**config.mk**
```make
export PLATFORM = sky130hd
export DESIGN_NAME = eeprom_page_writer
export DESIGN_NICKNAME = d
export VERILOG_FILES = /design/src/rtl/eepw_pkg.sv /design/src/rtl/eepw_sampler.sv /design/src/rtl/eepw_seq.sv /design/src/rtl/eepw_pagebuf.sv /design/src/rtl/eepw_array.sv /design/src/rtl/eeprom_page_writer.sv
export SDC_FILE = /design/constraint.sdc
export NUM_CORES = 2
export LEC_CHECK = 0
export ABC_AREA = 1
export BUFFER_PORTS_ARGS = -buffer_cell sky130_fd_sc_hd__buf_4
export CAP_MARGIN = 20
export CORE_MARGIN = 2
export CORE_UTILIZATION = 40
export CTS_CLUSTER_DIAMETER = 50
export DETAILED_ROUTE_END_ITERATION = 8
export PLACE_DENSITY = 0.58
export SYNTH_ARGS = -nofsm -noshare
export SYNTH_HDL_FRONTEND = slang
export SYNTH_SLANG_ARGS = --single-unit
```
**constraint.sdc**
```tcl
create_clock -name clk -period 5 [get_ports clk]
set_input_delay 0.75 -clock clk [delete_from_list [all_inputs] [get_ports clk]]
set_output_delay 0.75 -clock clk [all_outputs]
set_load 0.02 [all_outputs]
```
**src/rtl/eepw_pkg.sv**
```systemverilog
package eepw_pkg;
  typedef enum logic [1:0] {
    ST_IDLE = 2'd0,
    ST_LOAD = 2'd1,
    ST_PROG = 2'd2
  } eng_state_t;
endpackage

```
**src/rtl/eepw_sampler.sv**
```systemverilog
// Samples the pins, finds write strobes, filters short pulses and
// captures the address at strobe start and the data at strobe end.
module eepw_sampler #(
  parameter int ADDR_W     = 9,
  parameter int DATA_W     = 8,
  parameter int GLITCH_CYC = 2
) (
  input  logic              clk,
  input  logic              rst_n,
  input  logic              sel_n,
  input  logic              rden_n,
  input  logic              wren_n,
  input  logic [ADDR_W-1:0] addr_i,
  input  logic [DATA_W-1:0] wdata_i,
  output logic              stb_act,
  output logic              stb_begin,
  output logic              wr_accept,
  output logic [ADDR_W-1:0] wr_addr,
  output logic [DATA_W-1:0] wr_data,
  output logic              rd_ok,
  output logic [ADDR_W-1:0] rd_addr
);
  localparam int LEN_W = $clog2(GLITCH_CYC + 1);
  localparam logic [LEN_W-1:0] LEN_MAX = LEN_W'(GLITCH_CYC);

  logic              sel_q, rden_q, wren_q, stb_prev_q;
  logic [ADDR_W-1:0] addr_q, cap_addr_q, cap_addr_d;
  logic [DATA_W-1:0] wdata_q, cap_data_q, cap_data_d;
  logic [LEN_W-1:0]  len_q, len_d;
  logic              stb_now;

  always_comb begin
    // strobe needs select and write low with read enable high
    stb_now    = !sel_q && !wren_q && rden_q;
    len_d      = len_q;
    cap_addr_d = cap_addr_q;
    cap_data_d = cap_data_q;
    if (stb_now && !stb_prev_q) begin
      len_d      = LEN_W'(1);
      cap_addr_d = addr_q;
    end else if (stb_now && (len_q != LEN_MAX)) begin
      len_d = len_q + 1'b1;
    end
    if (stb_now) begin
      cap_data_d = wdata_q;
    end
  end

  always_ff @(posedge clk or negedge rst_n) begin
    if (!rst_n) begin
      sel_q      <= 1'b1;
      rden_q     <= 1'b1;
      wren_q     <= 1'b1;
      addr_q     <= '0;
      wdata_q    <= '0;
      stb_prev_q <= 1'b0;
      len_q      <= '0;
      cap_addr_q <= '0;
      cap_data_q <= '0;
    end else begin
      sel_q      <= sel_n;
      rden_q     <= rden_n;
      wren_q     <= wren_n;
      addr_q     <= addr_i;
      wdata_q    <= wdata_i;
      stb_prev_q <= stb_now;
      len_q      <= len_d;
      cap_addr_q <= cap_addr_d;
      cap_data_q <= cap_data_d;
    end
  end

  assign stb_act   = stb_now;
  assign stb_begin = stb_now && !stb_prev_q;
  // only strobes that lasted the full noise threshold are taken
  assign wr_accept = !stb_now && stb_prev_q && (len_q >= LEN_MAX);
  assign wr_addr   = cap_addr_q;
  assign wr_data   = cap_data_q;
  assign rd_ok     = !sel_q && !rden_q && wren_q;
  assign rd_addr   = addr_q;
endmodule

```
**src/rtl/eepw_seq.sv**
```systemverilog
// Load-window and programming timers.
module eepw_seq
  import eepw_pkg::*;
#(
  parameter int WINDOW_CYC = 1000,
  parameter int PROG_CYC   = 250000,
  localparam int WIN_W     = $clog2(WINDOW_CYC + 1),
  localparam int PRG_W     = $clog2(PROG_CYC + 1)
) (
  input  logic             clk,
  input  logic             rst_n,
  input  logic             stb_act,
  input  logic             stb_begin,
  input  logic             wr_accept,
  output eng_state_t       st_o,
  output logic [WIN_W-1:0] win_o,
  output logic [PRG_W-1:0] prog_o,
  output logic             commit_o
);
  localparam logic [WIN_W-1:0] WIN_LAST = WIN_W'(WINDOW_CYC - 1);
  localparam logic [PRG_W-1:0] PRG_LAST = PRG_W'(PROG_CYC - 1);

  eng_state_t       st_q, st_d;
  logic [WIN_W-1:0] win_q, win_d;
  logic [PRG_W-1:0] prg_q, prg_d;
  logic             commit;

  always_comb begin
    st_d   = st_q;
    win_d  = win_q;
    prg_d  = prg_q;
    commit = 1'b0;
    case (st_q)
      ST_IDLE: begin
        if (wr_accept) begin
          st_d  = ST_LOAD;
          win_d = '0;
        end
      end
      ST_LOAD: begin
        // any strobe start reopens the window
        if (stb_begin) begin
          win_d = '0;
        end else if (!stb_act) begin
          if (win_q == WIN_LAST) begin
            st_d  = ST_PROG;
            prg_d = '0;
          end else begin
            win_d = win_q + 1'b1;
          end
        end
      end
      ST_PROG: begin
        // fixed programming time, then commit
        if (prg_q == PRG_LAST) begin
          st_d   = ST_IDLE;
          commit = 1'b1;
        end else begin
          prg_d = prg_q + 1'b1;
        end
      end
      default: st_d = ST_IDLE;
    endcase
  end

  always_ff @(posedge clk or negedge rst_n) begin
    if (!rst_n) begin
      st_q  <= ST_IDLE;
      win_q <= '0;
      prg_q <= '0;
    end else begin
      st_q  <= st_d;
      win_q <= win_d;
      prg_q <= prg_d;
    end
  end

  assign st_o     = st_q;
  assign win_o    = win_q;
  assign prog_o   = prg_q;
  assign commit_o = commit;
endmodule

```
**src/rtl/eepw_pagebuf.sv**
```systemverilog
// Page buffer: byte lanes, load mask, page tag, last-byte record, error flag.
module eepw_pagebuf
  import eepw_pkg::*;
#(
  parameter int ADDR_W     = 9,
  parameter int DATA_W     = 8,
  parameter int PAGE_BYTES = 16,
  localparam int OFS_W     = $clog2(PAGE_BYTES),
  localparam int TAG_W     = ADDR_W - OFS_W
) (
  input  logic                                clk,
  input  logic                                rst_n,
  input  eng_state_t                          st,
  input  logic                                wr_accept,
  input  logic [ADDR_W-1:0]                   wr_addr,
  input  logic [DATA_W-1:0]                   wr_data,
  output logic [PAGE_BYTES-1:0]               mask_o,
  output logic [TAG_W-1:0]                    tag_o,
  output logic [PAGE_BYTES-1:0][DATA_W-1:0]   lanes_o,
  output logic [ADDR_W-1:0]                   last_addr_o,
  output logic [DATA_W-1:0]                   last_data_o,
  output logic                                page_err_o
);
  logic [PAGE_BYTES-1:0]             mask_q, mask_d;
  logic [TAG_W-1:0]                  tag_q, tag_d;
  logic [PAGE_BYTES-1:0][DATA_W-1:0] lane_q;
  logic [ADDR_W-1:0]                 last_addr_q, last_addr_d;
  logic [DATA_W-1:0]                 last_data_q, last_data_d;
  logic                              err_q, err_d;
  logic                              take_first, take_more, reject, take;
  logic [OFS_W-1:0]                  ofs;
  logic                              same_page;

  always_comb begin
    ofs        = wr_addr[OFS_W-1:0];
    same_page  = (wr_addr[ADDR_W-1:OFS_W] == tag_q);
    // nothing is taken in ST_PROG
    take_first = wr_accept && (st == ST_IDLE);
    take_more  = wr_accept && (st == ST_LOAD) && same_page;
    // a foreign page during loading is dropped
    reject     = wr_accept && (st == ST_LOAD) && !same_page;
    take       = take_first || take_more;

    mask_d      = mask_q;
    tag_d       = tag_q;
    last_addr_d = last_addr_q;
    last_data_d = last_data_q;
    err_d       = err_q;
    if (take_first) begin
      mask_d = PAGE_BYTES'(1) << ofs;
      tag_d  = wr_addr[ADDR_W-1:OFS_W];
      err_d  = 1'b0;
    end else if (take_more) begin
      mask_d = mask_q | (PAGE_BYTES'(1) << ofs);
    end
    if (reject) begin
      err_d = 1'b1;
    end
    if (take) begin
      last_addr_d = wr_addr;
      last_data_d = wr_data;
    end
  end

  always_ff @(posedge clk or negedge rst_n) begin
    if (!rst_n) begin
      mask_q      <= '0;
      tag_q       <= '0;
      last_addr_q <= '0;
      last_data_q <= '0;
      err_q       <= 1'b0;
    end else begin
      mask_q      <= mask_d;
      tag_q       <= tag_d;
      last_addr_q <= last_addr_d;
      last_data_q <= last_data_d;
      err_q       <= err_d;
    end
  end

  // datapath lanes carry no reset; the mask qualifies them
  always_ff @(posedge clk) begin
    for (int i = 0; i < PAGE_BYTES; i++) begin
      if (take && (ofs == OFS_W'(i))) begin
        lane_q[i] <= wr_data;
      end
    end
  end

  assign mask_o      = mask_q;
  assign tag_o       = tag_q;
  assign lanes_o     = lane_q;
  assign last_addr_o = last_addr_q;
  assign last_data_o = last_data_q;
  assign page_err_o  = err_q;
endmodule

```
**src/rtl/eepw_array.sv**
```systemverilog
// Storage split into one bank per byte lane so that a whole page commits at once.
module eepw_array #(
  parameter int ADDR_W     = 9,
  parameter int DATA_W     = 8,
  parameter int PAGE_BYTES = 16,
  localparam int OFS_W     = $clog2(PAGE_BYTES),
  localparam int TAG_W     = ADDR_W - OFS_W,
  localparam int PAGES     = 1 << TAG_W
) (
  input  logic                              clk,
  input  logic                              commit,
  input  logic [PAGE_BYTES-1:0]             mask,
  input  logic [TAG_W-1:0]                  tag,
  input  logic [PAGE_BYTES-1:0][DATA_W-1:0] lanes,
  input  logic [ADDR_W-1:0]                 rd_addr,
  output logic [DATA_W-1:0]                 rd_data
);
  logic [DATA_W-1:0] lane_rd [PAGE_BYTES];

  for (genvar g = 0; g < PAGE_BYTES; g++) begin : g_lane
    logic [DATA_W-1:0] bank [PAGES];
    // only loaded lanes are written on commit
    always_ff @(posedge clk) begin
      if (commit && mask[g]) begin
        bank[tag] <= lanes[g];
      end
    end
    assign lane_rd[g] = bank[rd_addr[ADDR_W-1:OFS_W]];
  end

  assign rd_data = lane_rd[rd_addr[OFS_W-1:0]];
endmodule

```
**src/rtl/eeprom_page_writer.sv**
```systemverilog
module eeprom_page_writer
  import eepw_pkg::*;
#(
  parameter int ADDR_W     = 9,
  parameter int DATA_W     = 8,
  parameter int PAGE_BYTES = 16,
  parameter int GLITCH_CYC = 2,
  parameter int WINDOW_CYC = 1000,
  parameter int PROG_CYC   = 250000
) (
  input  logic              clk,
  input  logic              rst_n,
  input  logic              sel_n,
  input  logic              rden_n,
  input  logic              wren_n,
  input  logic [ADDR_W-1:0] addr_i,
  input  logic [DATA_W-1:0] wdata_i,
  output logic [DATA_W-1:0] rdata_o,
  output logic              rdata_oe,
  output logic              page_err
);
  localparam int OFS_W = $clog2(PAGE_BYTES);
  localparam int TAG_W = ADDR_W - OFS_W;
  localparam int WIN_W = $clog2(WINDOW_CYC + 1);
  localparam int PRG_W = $clog2(PROG_CYC + 1);

  logic rst_s0, rst_int_n;

  always_ff @(posedge clk or negedge rst_n) begin
    if (!rst_n) begin
      rst_s0    <= 1'b0;
      rst_int_n <= 1'b0;
    end else begin
      rst_s0    <= 1'b1;
      rst_int_n <= rst_s0;
    end
  end

  logic                              stb_act, stb_begin, wr_accept, rd_ok;
  logic [ADDR_W-1:0]                 wr_addr, rd_addr, last_addr;
  logic [DATA_W-1:0]                 wr_data, last_data, arr_rd;
  eng_state_t                        st;
  logic [WIN_W-1:0]                  win_cnt;
  logic [PRG_W-1:0]                  prog_cnt;
  logic                              commit;
  logic [PAGE_BYTES-1:0]             mask;
  logic [TAG_W-1:0]                  tag;
  logic [PAGE_BYTES-1:0][DATA_W-1:0] lanes;

  eepw_sampler #(
    .ADDR_W(ADDR_W), .DATA_W(DATA_W), .GLITCH_CYC(GLITCH_CYC)
  ) u_sampler (
    .clk(clk), .rst_n(rst_int_n),
    .sel_n(sel_n), .rden_n(rden_n), .wren_n(wren_n),
    .addr_i(addr_i), .wdata_i(wdata_i),
    .stb_act(stb_act), .stb_begin(stb_begin), .wr_accept(wr_accept),
    .wr_addr(wr_addr), .wr_data(wr_data),
    .rd_ok(rd_ok), .rd_addr(rd_addr)
  );

  eepw_seq #(
    .WINDOW_CYC(WINDOW_CYC), .PROG_CYC(PROG_CYC)
  ) u_seq (
    .clk(clk), .rst_n(rst_int_n),
    .stb_act(stb_act), .stb_begin(stb_begin), .wr_accept(wr_accept),
    .st_o(st), .win_o(win_cnt), .prog_o(prog_cnt), .commit_o(commit)
  );

  eepw_pagebuf #(
    .ADDR_W(ADDR_W), .DATA_W(DATA_W), .PAGE_BYTES(PAGE_BYTES)
  ) u_pagebuf (
    .clk(clk), .rst_n(rst_int_n), .st(st),
    .wr_accept(wr_accept), .wr_addr(wr_addr), .wr_data(wr_data),
    .mask_o(mask), .tag_o(tag), .lanes_o(lanes),
    .last_addr_o(last_addr), .last_data_o(last_data),
    .page_err_o(page_err)
  );

  eepw_array #(
    .ADDR_W(ADDR_W), .DATA_W(DATA_W), .PAGE_BYTES(PAGE_BYTES)
  ) u_array (
    .clk(clk), .commit(commit), .mask(mask), .tag(tag), .lanes(lanes),
    .rd_addr(rd_addr), .rd_data(arr_rd)
  );

  logic [DATA_W-1:0] rd_val, dout_d;
  logic              oe_d;

  always_comb begin
    // polled address shows inverted top bit while programming
    if ((st == ST_PROG) && (rd_addr == last_addr)) begin
      rd_val = {~last_data[DATA_W-1], last_data[DATA_W-2:0]};
    end else begin
      rd_val = arr_rd;
    end
    oe_d   = rd_ok;
    dout_d = rd_ok ? rd_val : '0;
  end

  always_ff @(posedge clk or negedge rst_int_n) begin
    if (!rst_int_n) begin
      rdata_o  <= '0;
      rdata_oe <= 1'b0;
    end else begin
      rdata_o  <= dout_d;
      rdata_oe <= oe_d;
    end
  end
endmodule

```
==> results.py <==
metrics = {
    "outcome": {
        "outcome": "finished clean",
    },
    "clocking": {
        "cts-buffers-inserted": 447,
        "numClockSinks": 4344,
        "cts_hold_buf": 21,
        "cts_setup_buffers": 0,
        "clk_pin_slew_ns": 0.07,
        "htreeDepth": 5,
        "cts_root_buf": "clkbuf_16",
        "cts_buffer_depth": 4,
        "cts_tree": "done",
        "cts_resized": 0,
        "clk-insertion-delay-late_ns": 1.00,
    },
    "timing": {
        "finClkSkew_ns": 0.0572,
        "rsz0062_at_grt": "false",
        "hold_ws_ns": 0.0852,
        "finalSetupViolCount": 0,
        "tightest_slew_ns": 1.19,
        "fin_crit_ns": 4.37,
        "fin_crit_sh_pct": 87.4,
        "fmax_mhz": 229,
        "finalHoldViolCount": 0,
        "setup_tns_ns": 0,
        "final-max-slew-violation-count": 0,
        "maxSlewHeadroom_pct": 20.5,
    },
    "synthesis": {
        "synth_edf_count": 4224,
        "ys.flop_type": "edfxtp_1",
        "async_flop_share_pct": 2.76,
        "ys_seq_area_share_pct": 73.9,
        "synth.distinct_cells": 44,
        "syn_nets": 14600,
        "syn_inst": 14600,
        "yosysWarningCount": 0,
        "avgSynthCellArea_sq_um": 12.0,
        "syn-cell-area_sq_mm": 0.176,
        "ys_ff_latch": 4344,
    },
    "route": {
        "avgRoutedWirePerCell_um": 25.5,
        "route.vias.total": 115000,
        "drc": 0,
        "final_antenna_net_count": 0,
        "viasPerCell": 5.57,
        "wl_um": 526000,
        "dr.pass1.iters": 6,
        "drt-initial-drc-count": 13700,
    },
    "global_routing": {
        "grt_remaining_overflow": 0,
        "grt_max_degree": 173,
        "antenna_found_initial": 47,
        "grt_pass1_wl_um": 751000,
        "grt_pass1_vias": 107000,
        "track_usage_pct": 22.9,
    },
    "floorplanning": {
        "core_area_sq_mm": 0.438,
        "die_area_sq_mm": 0.444,
        "io_pins": 32,
        "initial_core_util_pct": 40.1,
        "die_w_um": 667,
        "rows": 243,
        "die_height_um": 667,
    },
    "worst_setup_path": {
        "path_max_fanout": 95,
        "critPathLaunchType": "register",
        "critical_path_required_ns": 5.95,
        "cp.arrival_ns": 5.32,
        "ff2ff_path_depth": 15,
        "endpoint_kind": "register",
        "critical_path_class": "reg -> reg",
    },
    "power": {
        "leakage_nw": 68.4,
        "ir_worst_vdd_uv": 298,
        "total_power_mw": 79.9,
        "power_per_cell_area_mw_per_mm2": 404,
    },
    "place": {
        "gp_congestion": 0.869,
        "port_buffers": 31,
        "hpwl_um": 302000,
    },
    "layout": {
        "synthToLayoutAreaGrowth_pct": 12.6,
        "seq_area_sq_mm": 0.130,
        "multiInputGateArea_sq_mm": 0.0402,
        "fillers": 39000,
        "nets": 14500,
        "drive_above_1_share_pct": 7.87,
    },
    "min_path": {
        "hold_path_class": "in -> async",
    },
    "flow_run": {
        "drv_cap": 0,
    },
}
placed cells by master (no fill, tap or decap), types with 7 or more instances in the layout:
cell / instances
edfxtp_1: 4224
nand2_4: 32
dlygate4sd3_1: 21
inv_6: 18
buf_4: 294
clkinv_1: 69
diode_2: 32
buf_8: 8
o21ai_0: 62
nor3_1: 24
bufinv_16: 54
clkinv_2: 82
clkbuf_16: 451
o31ai_1: 11
nor2_1: 565
dfrtp_4: 7
clkbuf_1: 77
inv_1: 82
buf_16: 23
clkinvlp_4: 27
nand3_1: 4105
nand2_1: 4272
clkbuf_8: 25
clkinv_16: 11
dfrtp_2: 9
a21oi_1: 15
nand4_1: 10
dfrtp_1: 101
xor2_1: 10
clkinv_4: 13
ha_1: 7
buf_12: 84
area by class of cell:
type                    instances  area share [%]
diodes                         32          0.0405
clock buffers                 553            6.03
clock inverters               277            1.60
inverters                      95           0.213
multi-input cells            9147            20.3
flip-flops and latches       4344            65.7
well taps                    5757            3.64
repair buffers                431            2.46
path summary, 6_finish.rpt:
kind	startpoint	endpoint	slack [ns]
min	rst_n	rst_int_n	0.09
min in group clk	rst_s0	rst_int_n	0.35
max in group asynchronous	rst_int_n	u_sampler.rd_addr[5]	3.78
max	u_sampler.rd_addr[4]	rdata_o[7]	0.63
min reg2reg	rst_s0	rst_int_n	0.35
max reg2reg	u_sampler.rd_addr[4]	rdata_o[7]	0.63
metal layers:
layer / up-vias / track usage [%] / wire, um
li1: 51700 / - / -
met1: 56900 / 31.8 / 213000
met2: 5459 / 36.3 / 245000
met3: 866 / 3.85 / 48300
met4: 22 / 8.48 / 19600
met5: - / 0 / 146
kinds of logic after synthesis:
family                     after synthesis  share of synthesized area, %
adders and majority gates                7                        0.0499
DFF                                   4344                          73.9
buffers and inverters                 1096                          3.34
AOI/OAI and AO/OA                      104                         0.338
other                                    1                       0.00214
and+or+nand+nor                       9022                          22.3
xor gates and xnor gates                13                        0.0648
cells in the mapped netlist (2+ instances only):
master	count	area, sq um
buf_2	510	2550
nor3_2	2	20.0
nand3_1	4106	20500
inv_1	84	315
nor2_4	2	22.5
nor3_1	25	125
o21ai_0	62	310
buf_1	100	375
xor2_1	10	87.6
ha_1	7	87.6
clkinv_1	2	7.51
buf_6	69	777
xnor2_1	3	26.3
nor4_1	5	31.3
dfstp_2	3	78.8
clkbuf_1	167	627
nand4_1	10	62.6
buf_4	154	1160
inv_2	7	26.3
a21oi_1	15	75.1
dfrtp_1	117	2930
o21ai_1	4	20.0
edfxtp_1	4224	127000
o22ai_1	2	12.5
o31ai_1	11	82.6
nor2_1	565	2120
nand2_1	4304	16200
worst max-delay path, cell delays in order, from the launching register on:
cell and delay, ns:
dfrtp_4 0.71, inv_16 0.50, buf_12 0.34, buf_4 0.52, nand2_1 0.11, nand3_1 0.11, nand3_1 0.11, nand3_1 0.17
nand3_1 0.10, nand3_1 0.09, nand3_1 0.38, nand3_1 0.49, nand3_1 0.12, nand3_1 0.13, nand2_1 0.07, inv_1 0.07
metrics by stage:
step | cell area [sq um] | util [%] | setup WS [ns] | std cells
global route | 198000 | 45.2 | 0.564 | 20600
detailed placement | 182000 | 41.5 | 0.834 | 19700
finish | 198000 | 45.2 | 0.631 | 20600
floorplan | 176000 | - | 1.41 | 14600
CTS | 197000 | 45.0 | 0.833 | 20600
global placement | 182000 | 41.5 | 0.827 | 19700
flip-flops by register name, summed over array words and instances, names as in the netlist, 9 cells and up:
| signal | flops |
|---|---|
| u_pagebuf.last_addr_o | 9 |
| u_seq.win_o | 10 |
| u_pagebuf.lanes_o | 128 |
| u_seq.prog_o | 18 |
| u_array.g_lane.bank | 4096 |
| u_sampler.rd_addr | 9 |
| u_pagebuf.mask_o | 16 |
| u_sampler.wr_addr | 9 |
where the power goes:
group	total, mW	internal, mW	switching [mW]
registers	39.8	39.6	0.208
logic	5.92	1.32	4.60
clock network	34.2	19.8	14.4
Note: power is estimated with default switching activity, not from simulation.
